## src/rtl/pgate_pkg.sv

```systemverilog
`timescale 1ns/1ps
package pgate_pkg;

    // Level transitions of one synchronous input.
    typedef struct packed {
        logic rise;
        logic fall;
    } edge_t;

    // Observable state of the presence detector.
    typedef struct packed {
        logic fire;   // counter reached the target on this edge
        logic armed;  // counting still allowed in this read phase
        logic pulse;  // one-shot window active
    } presence_t;

    // Index of each edge detector in the generated bank.
    localparam int unsigned EDGE_PHASE  = 0;
    localparam int unsigned EDGE_STROBE = 1;
    localparam int unsigned EDGE_COUNT  = 2;

    // Bits needed to hold the value n.
    function automatic int unsigned width_for(input int unsigned n);
        return (n < 2) ? 1 : $clog2(n + 1);
    endfunction

endpackage

```

## src/rtl/pgate_edge.sv

```systemverilog
`timescale 1ns/1ps
module pgate_edge
    import pgate_pkg::*;
(
    input  logic  clk_i,
    input  logic  rst_i,
    input  logic  sig_i,
    output edge_t edge_o
);

    logic level_q;

    always_ff @(posedge clk_i) begin
        if (rst_i) level_q <= 1'b0;
        else       level_q <= sig_i;
    end

    always_comb begin
        edge_o.rise = sig_i & ~level_q;
        edge_o.fall = ~sig_i & level_q;
    end

endmodule

```

## src/rtl/pgate_duty_clock.sv

```systemverilog
`timescale 1ns/1ps
module pgate_duty_clock
    import pgate_pkg::*;
#(
    parameter int unsigned HI_CYC = 200_000,
    parameter int unsigned LO_CYC = 300_000
) (
    input  logic clk_i,
    input  logic rst_i,
    output logic duty_o
);

    localparam int unsigned PERIOD = HI_CYC + LO_CYC;
    localparam int unsigned PH_W   = width_for(PERIOD - 1);
    localparam logic [PH_W-1:0] PH_LAST = PH_W'(PERIOD - 1);
    localparam logic [PH_W-1:0] PH_HI   = PH_W'(HI_CYC);

    logic [PH_W-1:0] phase_q;

    always_ff @(posedge clk_i) begin
        if (rst_i)                   phase_q <= '0;
        else if (phase_q == PH_LAST) phase_q <= '0;
        else                         phase_q <= phase_q + 1'b1;
    end

    // High window occupies the first HI_CYC positions of the period.
    assign duty_o = (phase_q < PH_HI);

endmodule

```

## src/rtl/pgate_presence_detect.sv

```systemverilog
`timescale 1ns/1ps
module pgate_presence_detect
    import pgate_pkg::*;
#(
    parameter int unsigned TARGET    = 8,
    parameter int unsigned CNT_W     = 4,
    parameter int unsigned PULSE_CYC = 25_000
) (
    input  logic      clk_i,
    input  logic      rst_i,
    input  logic      read_i,       // level: read phase active
    input  logic      read_start_i, // first cycle of a read phase
    input  logic      strobe_up_i,  // rising edge of sampling strobe
    output presence_t det_o
);

    localparam int unsigned PW = width_for(PULSE_CYC);
    localparam logic [CNT_W-1:0] CNT_TGT  = CNT_W'(TARGET);
    localparam logic [PW-1:0]    PULSE_LD = PW'(PULSE_CYC);

    logic [CNT_W-1:0] cnt_q;
    logic [CNT_W-1:0] cnt_nx;
    logic             armed_q;
    logic             count_en;
    logic             fire;
    logic [PW-1:0]    pulse_q;

    assign cnt_nx   = cnt_q + 1'b1;
    // A strobe coinciding with the read-phase start is dropped: the clear wins.
    assign count_en = read_i & ~read_start_i & strobe_up_i & armed_q;
    assign fire     = count_en & (cnt_nx == CNT_TGT);

    // Self-disabling strobe counter.
    always_ff @(posedge clk_i) begin
        if (rst_i) begin
            cnt_q   <= '0;
            armed_q <= 1'b0;
        end else if (read_start_i) begin
            cnt_q   <= '0;
            armed_q <= 1'b1;
        end else if (count_en) begin
            cnt_q <= cnt_nx;
            if (cnt_nx == CNT_TGT) armed_q <= 1'b0;
        end
    end

    // Fixed-width one-shot, reloaded on every firing.
    always_ff @(posedge clk_i) begin
        if (rst_i)              pulse_q <= '0;
        else if (fire)          pulse_q <= PULSE_LD;
        else if (pulse_q != '0) pulse_q <= pulse_q - 1'b1;
    end

    always_comb begin
        det_o.fire  = fire;
        det_o.armed = armed_q;
        det_o.pulse = (pulse_q != '0);
    end

endmodule

```

## src/rtl/pgate_flag_latch.sv

```systemverilog
`timescale 1ns/1ps
module pgate_flag_latch (
    input  logic clk_i,
    input  logic rst_i,
    input  logic capture_i,
    input  logic pulse_i,
    output logic flag_o
);

    always_ff @(posedge clk_i) begin
        if (rst_i)          flag_o <= 1'b0;
        else if (capture_i) flag_o <= pulse_i;
    end

endmodule

```

## src/rtl/presence_power_gate.sv

```systemverilog
`timescale 1ns/1ps
module presence_power_gate
    import pgate_pkg::*;
#(
    parameter int unsigned DUTY_HI_CYC   = 200_000,
    parameter int unsigned DUTY_LO_CYC   = 300_000,
    parameter int unsigned PULSE_CYC     = 25_000,
    parameter int unsigned STROBE_TARGET = 8,
    parameter int unsigned STROBE_CNT_W  = 4
) (
    input  logic clk_i,
    input  logic rst_i,
    input  logic read_phase_i,
    input  logic strobe_i,
    output logic pwr_en_o
);

    logic [EDGE_COUNT-1:0] raw_in;
    edge_t                 edges [EDGE_COUNT];
    edge_t                 ph_edge;
    edge_t                 str_edge;
    presence_t             det;
    logic                  duty;
    logic                  tag_flag;

    assign raw_in[EDGE_PHASE]  = read_phase_i;
    assign raw_in[EDGE_STROBE] = strobe_i;

    for (genvar g = 0; g < EDGE_COUNT; g++) begin : g_edge
        pgate_edge u_edge (
            .clk_i  (clk_i),
            .rst_i  (rst_i),
            .sig_i  (raw_in[g]),
            .edge_o (edges[g])
        );
    end

    assign ph_edge  = edges[EDGE_PHASE];
    assign str_edge = edges[EDGE_STROBE];

    pgate_duty_clock #(
        .HI_CYC (DUTY_HI_CYC),
        .LO_CYC (DUTY_LO_CYC)
    ) u_duty (
        .clk_i  (clk_i),
        .rst_i  (rst_i),
        .duty_o (duty)
    );

    pgate_presence_detect #(
        .TARGET    (STROBE_TARGET),
        .CNT_W     (STROBE_CNT_W),
        .PULSE_CYC (PULSE_CYC)
    ) u_detect (
        .clk_i        (clk_i),
        .rst_i        (rst_i),
        .read_i       (read_phase_i),
        .read_start_i (ph_edge.rise),
        .strobe_up_i  (str_edge.rise),
        .det_o        (det)
    );

    // Capture on the read-to-charge transition.
    pgate_flag_latch u_flag (
        .clk_i     (clk_i),
        .rst_i     (rst_i),
        .capture_i (ph_edge.fall),
        .pulse_i   (det.pulse),
        .flag_o    (tag_flag)
    );

    assign pwr_en_o = tag_flag | duty;

endmodule

```

## config.mk

```make
export PLATFORM = sky130hd
export DESIGN_NAME = presence_power_gate
export DESIGN_NICKNAME = d
export VERILOG_FILES = /design/src/rtl/pgate_pkg.sv /design/src/rtl/pgate_edge.sv /design/src/rtl/pgate_duty_clock.sv /design/src/rtl/pgate_presence_detect.sv /design/src/rtl/pgate_flag_latch.sv /design/src/rtl/presence_power_gate.sv
export SDC_FILE = /design/constraint.sdc
export NUM_CORES = 1
export LEC_CHECK = 0
export ABC_AREA = 1
export CAP_MARGIN = 20
export CELL_PAD_IN_SITES_DETAIL_PLACEMENT = 0
export CELL_PAD_IN_SITES_GLOBAL_PLACEMENT = 2
export CORE_UTILIZATION = 36
export CTS_CLUSTER_SIZE = 14
export DETAILED_ROUTE_END_ITERATION = 16
export PLACE_DENSITY = 0.75
export SKIP_CTS_REPAIR_TIMING = 1
export SLEW_MARGIN = 20
export SYNTH_ARGS = -nofsm -noshare
export SYNTH_HDL_FRONTEND = slang
export SYNTH_HIERARCHICAL = 1
export SYNTH_SLANG_ARGS = --single-unit
```

## constraint.sdc

```tcl
create_clock -name clk_i -period 1.7 [get_ports clk_i]
set_input_delay 0.255 -clock clk_i [delete_from_list [all_inputs] [get_ports clk_i]]
set_output_delay 0.255 -clock clk_i [all_outputs]
set_load 0.05 [all_outputs]
```

==> flow_metrics.tcl <==
set metrics [dict create \
    initial_utilization_pct 37.58 \
    dieHeight_um 83.88 \
    viasPerCell 4.703 \
    drc 0 \
    synth_cells 337 \
    cp_max_fo 3 \
    drive_gt1_share_pct 22.57 \
    hpwl_um 3863 \
    port_buffers 4 \
    setup_violations 0 \
    antenna_found_initial 0 \
    path_clk_slew_ns 0.08 \
    clock-sinks 42 \
    final_hold_viol_count 0 \
    crit_family "simple AND/OR/NAND/NOR gates" \
    syn_avg_cell_area_um2 7.162 \
    firstDrtPassIters 4 \
    core-area_um2 6422 \
    drv_cap 0 \
    drtIter0Drc 76 \
    die_x_um 83.88 \
    path_buf_inv 3 \
    slowest_stage "dfxtp_2" \
    crit_type "flip-flop to primary output" \
    ys_warn_count 6 \
    timing.final.ws_setup_ns 0.04884 \
    dpl_worst_slack_ns -0.06256 \
    io_pins 5 \
    wire_per_inst_um 11.73 \
    fin_tns_setup_ns 0 \
    required_ns 1.44 \
    dieArea_um2 7036 \
    insertedDiodeCount 0 \
    gp_congestion 0.7573 \
    fmax_mhz 605.6 \
    ant_nets 0 \
    ir_worst_vdd_mv 1.142 \
    cts_tree "done" \
    grt_use_total_pct 15.80 \
    grt_overflow_total 0 \
    grt_max_degree 18 \
    p_leak_nw 1.072 \
    fin_util_pct 41.65 \
    wl_um 5009 \
    netlist_area_um2 2414 \
    power_density_nw_per_um2 1475 \
    min_period_ns 1.651 \
    cts_buffers 5 \
    area_growth_pct 10.83 \
    mappedNetlistNets 344 \
    grt_pass1_vias 1954 \
    fillers 707 \
    final_nets 357 \
    cts_htree_levels 2 \
    crit_path_max_incr_delay_ns 0.35 \
    rows 29 \
    max-clock-path-buffers 2 \
    route.vias.total 2008 \
    slew_violations 0 \
    rsz0062_at_grt "yes" \
    clock_skew_ns 0.003271 \
    worstMarginPinSlew_ns 0.2829 \
    cp-start-kind "flip-flop" \
    cp.arrival_ns 1.40 \
    setup.worst_path.end_class "primary output" \
    clock_latency_ns 0.29 \
    status "finished, final reports clean" \
    grt_pass1_wl_um 8921 \
    relSlewSlack_pct 81.08 \
    fin_crit_sh_pct 97.13 \
    crit_chain "nand2_2, inv_2, nand3_2, nand3b_1, nor2_1, nor2_1, inv_1, nand2_2, buf_12" \
    cts_root_buf "clkbuf_8" \
    hold_path.class "flip-flop to flip-flop" \
]
==> state kept, by name, summed over array words and instances (netlist names) <==
name                   cells
u_flag/flag_o              1
u_detect/cnt_q             4
u_detect/pulse_q          15
g_edge.u_edge/level_q      2
u_detect/armed_q           1
u_duty/phase_q            19
==> per-stage QoR <==
stage	std cells	area [µm²]	hold WS [ns]	power (mW)
after floorplan	337	2414	0.3274	3.021
after global placement	420	2569	0.4625	3.383
after detailed placement	420	2569	0.4573	3.384
after CTS	427	2648	0.4722	4.032
after global routing	427	2675	0.4871	4.350
final	427	2675	0.4725	3.947
==> metal layers <==
| metal | wire length [µm] | part of all wire [%] | track usage, % | vias up |
|---|---|---|---|---|
| met2 | 2401 | 48 | 27.57 | 14 |
| li1 | - | - | - | 1080 |
| met1 | 2483 | 50 | 19.65 | 912 |
| met3 | 93 | 1.9 | 3.264 | 2 |
| met5 | 0 | 0 | 0 | - |
| met4 | 29 | 0.58 | 4.232 | 0 |
==> worst min-delay path, stage by stage, from the launching register on <==
cell and delay (ns):
dfxtp_1 0.32, nand2_1 0.07, a21oi_2 0.05
==> path summary, 6_finish.rpt <==
path,slack [ns],cells past startpoint,start,endpoint
worst max-delay path,0.05,9,u_duty/phase_q[17],pwr_en_o
worst min register to register,0.47,2,u_detect/pulse_q[0],u_detect/pulse_q[0]
worst max register to register,0.23,6,u_duty/phase_q[1],u_duty/phase_q[18]
worst min-delay path,0.47,2,u_detect/pulse_q[0],u_detect/pulse_q[0]
==> report_power, final <==
| group | total [mW] | switching (mW) | internal (mW) | leakage [nW] |
|---|---|---|---|---|
| registers | 1.33 | 0.182 | 1.15 | 0.345 |
| clock network | 0.620 | 0.344 | 0.276 | 0.0438 |
| logic | 1.99 | 1.23 | 0.759 | 0.683 |
| total | 3.95 | 1.76 | 2.19 | 1.07 |
==> layout make-up <==
type                       instances  area (µm²)  share of cell area, %
clock inverter                     2       10.01                 0.3742
timing repair buffer               9       87.58                  3.274
tap                               77       96.34                  3.601
sequential                        42       847.1                  31.67
inverter                          43       166.4                  6.221
multi-input combinational        249        1399                  52.29
clock buffer                       5       68.82                  2.572
==> placed cells by master, fill, tap and decap left out, types with 4 or more instances in the layout <==
master,n
a21oi_1,13
a21oi_2,5
buf_4,5
clkbuf_8,5
dfxtp_1,37
dfxtp_2,5
inv_1,38
inv_2,4
nand2_1,72
nand2_2,7
nand2_4,4
nand3_1,21
nand3_2,4
nand3b_1,4
nand4_1,7
nor2_1,49
nor2_2,25
nor2_4,4
o21ai_0,4
xnor2_1,6
xor2_1,5
No activity file was read; power rests on OpenSTA's default activity.
